==> config.mk <==
export PLATFORM = sky130hd
export DESIGN_NAME = cfg_i2c_target
export DESIGN_NICKNAME = d
export VERILOG_FILES = /design/src/rtl/cfg_i2c_pkg.sv /design/src/rtl/cfg_i2c_sync.sv /design/src/rtl/cfg_i2c_bus_cond.sv /design/src/rtl/cfg_i2c_xfer.sv /design/src/rtl/cfg_i2c_target.sv
export SDC_FILE = /design/constraint.sdc
export NUM_CORES = 1
export LEC_CHECK = 0
export BUFFER_PORTS_ARGS = -buffer_cell sky130_fd_sc_hd__buf_2
export CAP_MARGIN = 10
export CELL_PAD_IN_SITES_DETAIL_PLACEMENT = 0
export CELL_PAD_IN_SITES_GLOBAL_PLACEMENT = 1
export CORE_ASPECT_RATIO = 0.5
export CORE_MARGIN = 3
export CORE_UTILIZATION = 40
export DETAILED_ROUTE_END_ITERATION = 6
export GPL_TIMING_DRIVEN = 0
export PLACE_DENSITY = 0.67
export SYNTH_ARGS = -nofsm -noshare
export SYNTH_HDL_FRONTEND = slang
export SYNTH_SLANG_ARGS = --single-unit
==> constraint.sdc <==
create_clock -name clk -period 4.04 [get_ports clk]
set_input_delay 0.606 -clock clk [delete_from_list [all_inputs] [get_ports clk]]
set_output_delay 0.606 -clock clk [all_outputs]
set_load 0.05 [all_outputs]
==> src/rtl/cfg_i2c_pkg.sv <==
package cfg_i2c_pkg;
  typedef enum logic [2:0] {
    ST_IDLE,
    ST_RX,
    ST_ACK,
    ST_TX,
    ST_TXACK,
    ST_HOLD
  } xfer_state_e;

  typedef enum logic [1:0] {
    BK_ADDR,
    BK_INDEX,
    BK_DATA,
    BK_EXTRA
  } byte_kind_e;
endpackage

==> src/rtl/cfg_i2c_sync.sv <==
module cfg_i2c_sync #(
  parameter int W      = 2,
  parameter int STAGES = 2
) (
  input  logic         clk,
  input  logic         rst_n,
  input  logic [W-1:0] din,
  output logic [W-1:0] dout
);
  logic [W-1:0] stage_q [STAGES];

  genvar g;
  generate
    for (g = 0; g < STAGES; g++) begin : g_stage
      always_ff @(posedge clk or negedge rst_n) begin
        if (!rst_n) stage_q[g] <= '1;
        else if (g == 0) stage_q[g] <= din;
        else stage_q[g] <= stage_q[(g == 0) ? 0 : g-1];
      end
    end
  endgenerate

  assign dout = stage_q[STAGES-1];
endmodule

==> src/rtl/cfg_i2c_bus_cond.sv <==
module cfg_i2c_bus_cond (
  input  logic clk,
  input  logic rst_n,
  input  logic scl_s,
  input  logic sda_s,
  output logic start_det,
  output logic stop_det,
  output logic scl_rise,
  output logic scl_fall
);
  logic scl_q, sda_q;

  always_ff @(posedge clk or negedge rst_n) begin
    if (!rst_n) begin
      scl_q <= 1'b1;
      sda_q <= 1'b1;
    end else begin
      scl_q <= scl_s;
      sda_q <= sda_s;
    end
  end

  assign start_det = scl_s & scl_q & sda_q & ~sda_s;
  assign stop_det  = scl_s & scl_q & ~sda_q & sda_s;
  assign scl_rise  = scl_s & ~scl_q;
  assign scl_fall  = ~scl_s & scl_q;
endmodule

==> src/rtl/cfg_i2c_xfer.sv <==
module cfg_i2c_xfer
  import cfg_i2c_pkg::*;
#(
  parameter int            DW      = 8,
  parameter int            AW      = 7,
  parameter logic [AW-1:0] DEV_ADR = 7'h1C
) (
  input  logic          clk,
  input  logic          rst_n,
  input  logic          en,
  input  logic          busy,
  input  logic          start_det,
  input  logic          stop_det,
  input  logic          scl_rise,
  input  logic          scl_fall,
  input  logic          sda_s,
  output logic          sda_pull,
  output logic [DW-1:0] cfg_q,
  output logic          apply_q
);
  localparam int CW = $clog2(DW + 1);
  localparam logic [CW-1:0] FULL = CW'(DW);
  localparam logic [CW-1:0] LAST = CW'(DW - 1);

  xfer_state_e  state;
  byte_kind_e   kind;
  logic [CW-1:0] cnt;
  logic [DW-1:0] sh, staged, txsh;
  logic          rd, idx_ok, armed;

  always_ff @(posedge clk or negedge rst_n) begin
    if (!rst_n) begin
      state   <= ST_IDLE;
      kind    <= BK_ADDR;
      cnt     <= '0;
      sh      <= '0;
      staged  <= '0;
      txsh    <= '0;
      rd      <= 1'b0;
      idx_ok  <= 1'b0;
      armed   <= 1'b0;
      cfg_q   <= '0;
      apply_q <= 1'b0;
    end else begin
      apply_q <= 1'b0;
      if (!en) begin
        state <= ST_IDLE;
        armed <= 1'b0;
      end else if (stop_det) begin
        if (armed && idx_ok) begin
          cfg_q   <= staged;
          apply_q <= 1'b1;
        end
        state <= ST_IDLE;
        armed <= 1'b0;
      end else if (start_det && !busy) begin
        state <= ST_RX;
        kind  <= BK_ADDR;
        cnt   <= '0;
        armed <= 1'b0;
      end else begin
        unique case (state)
          ST_RX: begin
            if (scl_rise && cnt != FULL) begin
              sh  <= {sh[DW-2:0], sda_s};
              cnt <= cnt + 1'b1;
              if (kind == BK_EXTRA && cnt != '0) armed <= 1'b0;
            end else if (scl_fall && cnt == FULL) begin
              unique case (kind)
                BK_ADDR: begin
                  if (sh[DW-1:DW-AW] == DEV_ADR) begin
                    state <= ST_ACK;
                    rd    <= sh[0];
                  end else begin
                    state <= ST_IDLE;
                  end
                end
                BK_INDEX: begin
                  state  <= ST_ACK;
                  idx_ok <= (sh == '0);
                end
                BK_DATA: begin
                  state  <= ST_ACK;
                  staged <= sh;
                end
                default: begin
                  state <= ST_HOLD;
                  armed <= 1'b0;
                end
              endcase
            end
          end
          ST_ACK: begin
            if (scl_fall) begin
              cnt <= '0;
              unique case (kind)
                BK_ADDR: begin
                  if (rd) begin
                    state <= ST_TX;
                    txsh  <= cfg_q;
                  end else begin
                    state <= ST_RX;
                    kind  <= BK_INDEX;
                  end
                end
                BK_INDEX: begin
                  state <= ST_RX;
                  kind  <= BK_DATA;
                end
                default: begin
                  state <= ST_RX;
                  kind  <= BK_EXTRA;
                  armed <= 1'b1;
                end
              endcase
            end
          end
          ST_TX: begin
            if (scl_fall) begin
              if (cnt == LAST) begin
                state <= ST_TXACK;
              end else begin
                txsh <= {txsh[DW-2:0], 1'b0};
                cnt  <= cnt + 1'b1;
              end
            end
          end
          ST_TXACK: begin
            if (scl_fall) state <= ST_IDLE;
          end
          default: ;
        endcase
      end
    end
  end

  assign sda_pull = (state == ST_ACK) | ((state == ST_TX) & ~txsh[DW-1]);
endmodule

==> src/rtl/cfg_i2c_target.sv <==
module cfg_i2c_target #(
  parameter int           DW        = 8,
  parameter int           AW        = 7,
  parameter int           SYNC_LEN  = 2,
  parameter logic [AW-1:0] DEV_ADR  = 7'h1C
) (
  input  logic          clk,
  input  logic          rst_n,
  input  logic          scl_in,
  input  logic          sda_in,
  output logic          sda_pull,
  input  logic          enable,
  input  logic          pwr_busy,
  output logic [DW-1:0] cfg_value,
  output logic          apply_pulse
);
  logic scl_s, sda_s;
  logic start_det, stop_det, scl_rise, scl_fall;

  cfg_i2c_sync #(.W(2), .STAGES(SYNC_LEN)) u_sync (
    .clk  (clk),
    .rst_n(rst_n),
    .din  ({scl_in, sda_in}),
    .dout ({scl_s, sda_s})
  );

  cfg_i2c_bus_cond u_cond (
    .clk      (clk),
    .rst_n    (rst_n),
    .scl_s    (scl_s),
    .sda_s    (sda_s),
    .start_det(start_det),
    .stop_det (stop_det),
    .scl_rise (scl_rise),
    .scl_fall (scl_fall)
  );

  cfg_i2c_xfer #(.DW(DW), .AW(AW), .DEV_ADR(DEV_ADR)) u_xfer (
    .clk      (clk),
    .rst_n    (rst_n),
    .en       (enable),
    .busy     (pwr_busy),
    .start_det(start_det),
    .stop_det (stop_det),
    .scl_rise (scl_rise),
    .scl_fall (scl_fall),
    .sda_s    (sda_s),
    .sda_pull (sda_pull),
    .cfg_q    (cfg_value),
    .apply_q  (apply_pulse)
  );
endmodule

**Word-level counts from Yosys, hierarchy flattened**

Index checks and enable logic that the tools add are counted.

- Word-level logic and storage cells: 136
- Output and inout port bits: 10
- Bits in latches: 0
- ROM bits: 0
- Register bits: 51
- Memory bits (writable): 0
- Input bits: 6
- Memories kept: 0

- Bitwise operators: 17
- $mul: 0
- Equal/unequal tests: 33
- Reductions and logical operators: 26
- Muxes and demuxes: 44
- Shifts and indexed selects: 0
- $add $sub $neg: 1
- $lt $le $gt $ge: 0
- Divide/modulo/power cells: 0

Operator list:

| cell | count |
|---|---|
| two-way mux 8 bit | 5 |
| AND reduction 7 bit | 4 |
| two-way mux 3 bit | 9 |
| != test 5 x 3 -> 1 bit, second input constant | 5 |
| two-way mux 4 bit | 5 |
| one-hot mux 8 bit (2 select lines) | 1 |
| two-way mux 2 bit | 7 |
| two-way mux 1 bit | 12 |
| one-hot mux 3 bit (4 select lines) | 1 |
| one-hot mux 4 bit (3 select lines) | 1 |
| != test 5 x 4 -> 1 bit, second input constant | 2 |
| AND reduction 5 bit | 2 |
| != test 3 x 1 -> 1 bit, second input constant | 3 |
| AND reduction 9 bit | 1 |
| AND 1 bit | 8 |
| logical NOT 8 bit | 1 |
| inverter 1 bit | 8 |
| AND reduction 8 bit | 1 |
| nonzero test 4 bit | 2 |
| == test 7 x 5 -> 1 bit, second input constant | 1 |
| != test 7 x 1 -> 1 bit, second input constant | 1 |
| == test 3 x 2 -> 1 bit, second input constant | 2 |
| != test 2 x 1 -> 1 bit, second input constant | 3 |
| != test 6 x 3 -> 1 bit, second input constant | 1 |
| 26 further kinds | 35 |

**Logic depth before layout (Yosys ltp)**

Gate-level depths: netlist of the first run.

- Depth in word-level cells: 9
- Depth in mapped cells: 9

**By module**

Synthesis of the first run repeated with hierarchy kept, for this count alone.

- Cell total of the unflattened synthesis: 223
- Area, all modules: 2,531.2 sq um

Modules (own cells, without submodules):

| module | instances | cells an instance | area an instance (sq um) |
|---|---|---|---|
| cfg_i2c_xfer | 1 | 211 | 2,323.5 |
| cfg_i2c_sync | 1 | 6 | 120.1 |
| cfg_i2c_bus_cond | 1 | 6 | 87.6 |

**Worst setup path after synthesis of the first run**

No wires, ideal clock.

- Path type: register to output
- Start: register u_xfer.state[2]
- End: output port sda_pull
- Buffers on the path: 0
- Stages on the path, launching flop included: 3
- Path slack: 1.999 ns
- Required time: 3.434 ns
- Arrival time: 1.435 ns
- Cell sequence: dfrtp_1 -> nand2b_1 -> a21oi_1

- Cells in the longest elaborated chain, start to end: 3
- Elaborated cells on any way between the ends: 4

RTL lines:

| what | line | RTL |
|---|---|---|
| start, declared | cfg_i2c_xfer.sv:25 | `xfer_state_e state;` |
| start signal, assigned | cfg_i2c_xfer.sv:33 | `state <= ST_IDLE;` |
| start signal, assigned | cfg_i2c_xfer.sv:47 | `state <= ST_IDLE;` |
| start signal, assigned | cfg_i2c_xfer.sv:54 | `state <= ST_IDLE;` |
| == test 3 x 2 -> 1 bit | cfg_i2c_xfer.sv:137 | `assign sda_pull = (state == ST_ACK) \| ((state == ST_TX) & ~txsh[DW-1]);` |
| AND 1 bit | cfg_i2c_xfer.sv:137 |  |
| bitwise OR 1 bit * | cfg_i2c_xfer.sv:137 |  |
| end, declared | cfg_i2c_target.sv:11 | `output logic sda_pull,` |

Every way passes the cells marked *; elsewhere a longest branch is shown, timed or not.

**Worst setup path in the final report of the first run**

- Start: register u_xfer.state[1]
- End: output port sda_pull

Same word-level chain as after synthesis.

==> results of run 1 <==
[report_power, final]
part	internal, W	leakage [nW]	switching (W)
Combinational	0.000108	0.637	0.000140
Clock	0.000295	0.0815	0.000188
Sequential	0.000558	0.682	0.0000586
[through the flow]
| stage | cells | utilization | hold WS, ns |
|---|---|---|---|
| 6_report | 332 | 0.505 | 0.328 |
| 2_1_floorplan | 224 | - | 0.310 |
| 3_3_place_gp | 323 | 0.471 | 0.346 |
| 5_1_grt | 332 | 0.505 | 0.365 |
| 4_1_cts | 331 | 0.500 | 0.361 |
| 3_5_place_dp | 323 | 0.471 | 0.351 |
[cells in the final DEF (no fill, tap or decap), drive strengths merged, types with 2 or more instances in the layout]
master / Yosys / layout
or3b: 2 / 2
a21oi: 7 / 7
o22ai: 3 / 3
nor2b: 5 / 5
buf: 5 / 21
clkbuf: 1 / 7
nand2b: 6 / 6
nand4: 3 / 3
o22a: 2 / 2
inv: 11 / 12
and3b: 2 / 2
mux2i: 8 / 8
o21ai: 16 / 16
o2bb2ai: 3 / 3
a221oi: 2 / 2
ha: 8 / 8
nor3: 4 / 4
a21o: 2 / 2
nor2: 7 / 7
nand3: 6 / 6
mux2: 27 / 27
dfrtp: 45 / 45
dfstp: 6 / 6
nand2: 20 / 20
or4: 3 / 3
or2: 2 / 2
and3: 3 / 3
o41ai: 2 / 2
a31oi: 2 / 2
[cells by family after synthesis]
family,count (synthesis)
mux,35
fa+ha+maj,8
buf+inv,17
simple gates,67
compound gates,46
flops,51
[sequential cells by signal (all words and copies together) (netlist names), 2 cells and up]
register        count
u_xfer.cfg_q        8
u_xfer.sh           8
u_xfer.staged       8
u_xfer.txsh         8
u_xfer.cnt          4
u_xfer.state        3
u_sync.dout         2
u_sync.stage_q      2
u_xfer.kind         2
[area by class of cell]
class / instances / area, µm²
fill: 546 / 2890
timing repair buffer: 16 / 103
tap: 84 / 105
sequential: 51 / 1280
buffer: 6 / 37.5
inverter: 11 / 41.3
multi-input combinational: 156 / 1200
clock inverter: 2 / 38.8
clock buffer: 6 / 129
[worst paths after layout]
path | endpoint | slack [ns] | cells after the start
setup / recovery | sda_pull | 1.87 | 4
hold / removal | u_xfer.cnt[0]$_DFFE_PN0P_ | 0.33 | 1
setup reg to reg | u_xfer.staged[2]$_DFFE_PN0P_ | 1.97 | 5
hold reg to reg | u_sync.dout[0]$_DFF_PN1_ | 0.36 | 0
max in group asynchronous | u_sync.stage_q[3]$_DFF_PN1_ | 3.10 | 2
min in group clk | u_sync.dout[0]$_DFF_PN1_ | 0.36 | 0
[per-layer routing]
layer | routed length, µm | up-vias
met3 | 191 | 9
met2 | 2240 | 32
met1 | 2730 | 883
li1 | - | 858
met5 | 0 | -
met4 | 45 | 0
[critical path: cells and delay by family, from the launching register on]
family	cells	cell delay (ns)
flip-flops	1	0.40
buffers and inverters	2	0.52
AO/OA/AOI/OAI	1	0.16
AND/OR/NAND/NOR	1	0.20
==> summary.md, run 1 <==
| Metric | Value |
|---|---|
| Status | complete, no violations |
| Slew margin rel. | 0.481 |
| DR WL/cell | 15.7 µm |
| Most common cell in the synthesized netlist | dfrtp_1 |
| EDFF count, synth | 0 |
| Post-synthesis mux area share | 0.150 |
| Crit path capture type | primary output |
| Area contributors post-synth | dfrtp_1 (44%), mux2_2 (10%), dfstp_2 (6.1%) |
| Starting density of the core | 0.440 |
| Area of the core | between 5000 and 6000 µm² |
| Clk sinks | 51 |
| First-pass GRT wire length | roughly 9000 µm |
| Asr flop ratio synth | 1.00 |
| CTS tree | yes |
| DR DRC count | 0 |
| Horiz. Die Dim | around 120 µm |
| Final period utilization | 0.536 |
| Fin crit period | approximately 2.2 ns |
| Nets | 261 |
| Post-route ant nets | 0 |
| Worst-path fanout max | 10 |
| Drt initial violations | between 80 and 90 |
| GR Layer Usage met3 | 0.0389 |
| First-pass detailed-route iteration total | 4 |
| Die area | 7460 µm² |
| Worst R2R Start | u_cond.sda_q$_DFF_PN1_ |
| I/O pin cnt | 16 |
| Sequential element share of the synthesized area | 0.501 |
| Peak VDD IR | 0.000268 V |
| Share of layout cells above drive strength 1 | 0.282 |
| PnR worst setup slack | 1.87 ns |
| # rows | 19 |
| Height of the die | 62.6 µm |
| Via count | 1782 |
| Setup_tns | 0 ns |
| Initial antenna violation count | 0 |
| Routing usage on met2 | 0.220 |
| Distinct cells, synth | between 50 and 60 |
| CP startpoint kind | flop |
| Worst stage delay on the critical path | around 0.4 ns |
| Hold WC Path Type | input port to async pin |
| Synth Area in Adders | 0.0390 |
| Largest family of logic cells by synthesized area | simple AND/OR/NAND/NOR gates |
| Compound-cell area share of the yosys netlist | 0.125 |
| Hold Vio Cnt, Final | 0 |
| Met1 usage | 0.223 |
| Post-synth top area cell | dfrtp_1 |
| Number of max-cap violations | 0 |
| Cells after Synth | 224 |
| Worst-margin pin slew | 0.775 ns |
| Worst skew pair latency | 0.29 ns |
| Pwr dens | 459 nW/µm² |
| Post_cts resized | 0 |
| Routed vias/inst | 5.37 |
| Crit Path Class | flop to primary output |
| Pleak | 1.40 nW |
| Yosys top cell area share | 0.439 |
| Total Power | approximately 0.0013 W |
| Most used cell, CP | buf_2 |
| Most common library cells after synthesis | dfrtp_1 (45), mux2_2 (23), nand2_1 (19), inv_1 (11) |
| Area growth, synth to finish | 14.6% |
| H-tree levels | 2 |
| Net count after synthesis | roughly 240 |
| Gpl congestion | 0.790 |
| GRT Residual Overflow | 0 |
| Ys flop type | dfrtp_1 |
| XOR/XNOR share of the synthesized area | 0 |
| Vias in the first global route | around 1700 |
| Gr busiest metal | met1 |
| IO Port Bufs | 15 |
| Synthesized area | 2560 µm² |
| Worst-path clk slew | 0.07 ns |
| Cts bufs inserted | 5 |
| Post-Place Worst Slack | 1.78 ns |
| Clk root buf | clkbuf_16 |
| Flops & latches, synth | 51 |
| ANT cells | 0 |
| Largest net degree at the start of global routing | 52 |
| RSZ-0062 raised after global routing | false |
| Yosys warns | 0 |
| Setup violators final | 0 |
| Pins Over Slew Limit | 0 |
| Slowest-stage cell, CP | dfrtp_1 |
| Synth Area in Simple Gates | 0.155 |
| Crit path from | u_xfer.state[1]$_DFFE_PN0P_ |
| Synth Area per Inst | between 10 and 15 µm² |
| Clk_skew | 0.00396 ns |
| Clk buf depth | 2 |
| Fmax | ~0.46 GHz |
| Worst path required time | 3.43 ns |
| WL final | 5210 µm |
| Hold_buf cts | 0 |
| Finished Cell Area | 2940 µm² |
| Hpwl dp | 3690 µm |
| Post-Place Cell Area | ~2700 µm² |
| GRT Total Usage | 0.150 |
| Postcts setup bufs | 0 |
| Worst EP arrival | roughly 1.6 ns |
| Crit path cell chain | buf_2 -> nand2b_1 -> a21oi_1 -> buf_2 |
No activity file was read; power rests on OpenSTA's default activity.
==> inputs of run 2 (changes only) <==
- ABC_AREA: unset -> 1
- PLACE_DENSITY: 0.67 -> 0.71
- clock period: 4.04 -> 2.1 ns (I/O delays scaled with it)
==> run 2 against run 1 <==
  * Total power rose by 130%
  * Via count rose by 13%
  * Worst setup slack got worse by 1.6 ns
  * Synthesized cell count rose by 38%
  * Highest routed layer unchanged
  * Clock power rose by 86%
  * Flip-flop and latch count did not move
  * Clock skew barely moved
  * Core utilization fell by 0.48 points
==> summary.md, run 2 <==
| Metric | Value |
|---|---|
| Number of max-cap violations | 0 |
| Fmax | 0.546 GHz |
| Int Power | 0.00203 W |
| Nets | between 300 and 400 |
| Final period utilization | 0.872 |
| GRT Total Usage | 0.165 |
| DR DRC count | 0 |
| Worst skew pair latency | 0.29 ns |
| Area contributors post-synth | dfrtp_1 (45%), nand2_1 (14%), dfstp_2 (6.2%) |
| GRT Residual Overflow | 0 |
| Comb pwr share | 0.295 |
| Clk sinks | 51 |
| ANT cells | 0 |
| Hpwl dp | about 4300 µm |
| Crit path capture type | flop |
| Asr flop ratio synth | 1.00 |
| Fillers | 595 |
| Slew margin rel. | 0.719 |
| Most frequent cells in the layout | nand2_1 (94), dfrtp_1 (45), inv_1 (36), o21ai_1 (26), nor2_1 (20) |
| Largest net degree at the start of global routing | 52 |
| Worst-path fanout max | 10 |
| XOR/XNOR share of the synthesized area | 0.00346 |
| Peak VDD IR | 0.000503 V |
| Starting density of the core | 0.436 |
| Hold Vio Cnt, Final | 0 |
| Gr busiest metal | met1 |
| Synth Area per Inst | 8.21 µm² |
| # rows | 19 |
| Synth Area in Simple Gates | 0.262 |
| Vias in the first global route | 1897 |
| First-pass GRT wire length | 9650 µm |
| DR WL/cell | 13.6 µm |
| Area of the core | 5800 µm² |
| Most common cell in the synthesized netlist | nand2_1 |
| RSZ-0062 raised after global routing | false |
| Initial antenna violation count | 0 |
| Crit Path Class | flop to flop |
| CP startpoint kind | flop |
| Synth Area in Adders | 0.0396 |
| Drt initial violations | 149 |
| IO Port Bufs | 15 |
| Flops & latches, synth | 51 |
| Routed vias/inst | between 4 and 5 |
| Via count | 2011 |
| Largest family of logic cells by synthesized area | simple AND/OR/NAND/NOR gates |
| Worst stage delay on the critical path | 0.40 ns |
| Post-synthesis mux area share | 0 |
| Yosys warns | 0 |
| Most common library cells after synthesis | nand2_1 (94), dfrtp_1 (45), inv_1 (36), o21ai_1 (26), nor2_1 (20) |
| Setup_tns | 0 ns |
| Pins Over Slew Limit | 0 |
| Routing usage on met2 | 0.209 |
| WL final | roughly 5600 µm |
| Worst path required time | approximately 2.3 ns |
| Height of the die | 62.2 µm |
| Clk buf depth | 2 |
| Utilization after layout | 0.500 |
| Net count after synthesis | 322 |
| Worst EP arrival | 2.01 ns |
| Die area | 7370 µm² |
| Gpl congestion | 0.841 |
| Post-synth top area cell | dfrtp_1 |
| Hold WC Path Type | input port to flop |
| I/O pin cnt | 16 |
| Fin crit period | 1.83 ns |
| H-tree levels | 2 |
| Worst-margin pin slew | 0.420 ns |
| Crit path cell chain | inv_1 -> ha_1 -> nand3_1 -> nand2_1 -> nor2_1 -> nand2_1 -> buf_2 -> nand2_1 -> o21ai_1 |
| Status | complete, no violations |
| Clk network pwr share | 0.288 |
| GR Layer Usage met3 | 0.0435 |
| Yosys top cell area share | 0.445 |
| Postcts setup bufs | 0 |
| First-pass detailed-route iteration total | 5 |
| Clk_skew | 0.00428 ns |
| Post-route ant nets | 0 |
| Switching component of the power | 0.00108 W |
| CTS tree | yes |
| Pleak | 1.42 nW |
| Sequential element share of the synthesized area | 0.507 |
| Pwr dens | 1070 nW/µm² |
| Area growth, synth to finish | 14.6% |
| Synthesized area | 2530 µm² |
| EDFF count, synth | 0 |
| Most used cell, CP | nand2_1 |
| Seq pwr share | 0.417 |
| Cts bufs inserted | 5 |
| Worst-path clk slew | around 0.060 ns |
| Slowest-stage cell, CP | dfrtp_1 |
| Cells after Synth | 308 |
| Setup violators final | 0 |
| Horiz. Die Dim | 118 µm |
| Distinct cells, synth | 28 |
| Compound-cell area share of the yosys netlist | 0.110 |
| Net Sw Frac | 0.347 |
| Ys flop type | dfrtp_1 |
| Met1 usage | 0.269 |
| Commonest non-fill, non-tap cell in the layout | nand2_1 |
| Share of layout cells above drive strength 1 | 0.163 |
| Clk root buf | clkbuf_16 |
run 2: cell types whose count changed in the layout (fill, tap and decap cells not counted), sizes merged, moves of 5 or more:
cell,change
inv,+31
mux2,-27
mux2i,-8
nand2,+76
nand2b,-6
nand3,+16
nor2,+16
nor2b,-5
o211ai,+6
o21ai,+15
run 2: repair_timing:
action                    in CTS  in global routing
hold buffers                   0                  1
resized for setup              0                  0
hold endpoints to repair       0                 10
run 2: logic make-up (layout without fill, tap and decap cells):
group	Yosys count	in the layout
AND/OR/NAND/NOR	152	152
flip-flops	51	51
buffers and inverters	49	73
AO/OA/AOI/OAI	47	47
adder cells (fa/ha/maj)	8	8
XOR/XNOR	1	1
run 2: worst max-delay path: cells and delay by family (launching register included):
| kind | cells | cell delay, ns |
|---|---|---|
| AND/OR/NAND/NOR | 5 | 0.73 |
| adder cells (fa/ha/maj) | 1 | 0.21 |
| flip-flops | 1 | 0.40 |
| buffers and inverters | 2 | 0.32 |
| AO/OA/AOI/OAI | 1 | 0.06 |
run 2: path summary, 6_finish.rpt:
path / slack, ns / depth (start not counted) / to / start
max in group asynchronous: 1.09 / 3 / u_cond.sda_q$_DFF_PN1_ / rst_n
max: 0.27 / 9 / u_xfer.sh[5]$_DFFE_PN0P_ / u_xfer.cnt[0]$_DFFE_PN0P_
max reg2reg: 0.27 / 9 / u_xfer.sh[5]$_DFFE_PN0P_ / u_xfer.cnt[0]$_DFFE_PN0P_
min: 0.12 / 1 / u_sync.stage_q[3]$_DFF_PN1_ / scl_in
min in group asynchronous: 0.44 / 2 / u_xfer.txsh[2]$_DFFE_PN0P_ / rst_n
min reg2reg: 0.36 / 0 / u_sync.dout[1]$_DFF_PN1_ / u_sync.stage_q[3]$_DFF_PN1_
run 2: power by group through the flow:
stage               logic [W]  clock network [W]  registers, W
floorplan            0.000699                  0       0.00128
global placement     0.000893                  0       0.00130
finish               0.000916           0.000896       0.00130
CTS                  0.000913           0.000929       0.00130
global route          0.00105           0.000965       0.00132
detailed placement   0.000904                  0       0.00131
run 2: layer usage:
layer	up-vias	wire length (µm)
li1	1027	-
met1	931	3180
met2	48	2030
met3	5	369
met4	0	59
met5	-	0
run 2: area by class of cell:
cell class              instances  area [µm²]  area share
inverters                      44         165      0.0570
plain buffers                   5        31.3      0.0108
flip-flops and latches         51        1280       0.443
multi-input cells             208        1050       0.362
repair buffers                 17         105      0.0363
well taps                      84         105      0.0363
clock inverters                 1        30.0      0.0104
clock buffers                   6         129      0.0445
run 2: through the flow:
stage               hold slack (ns)  instances  total power, W  setup slack [ns]  instance area, µm²
finish                        0.119        416         0.00311             0.268                2900
global route                  0.112        416         0.00334            0.0474                2900
CTS                           0.109        414         0.00314             0.272                2870
detailed placement            0.347        407         0.00222             0.286                2710
global placement              0.346        407         0.00220             0.274                2710
floorplan                    0.0194        308         0.00198             0.463                2530
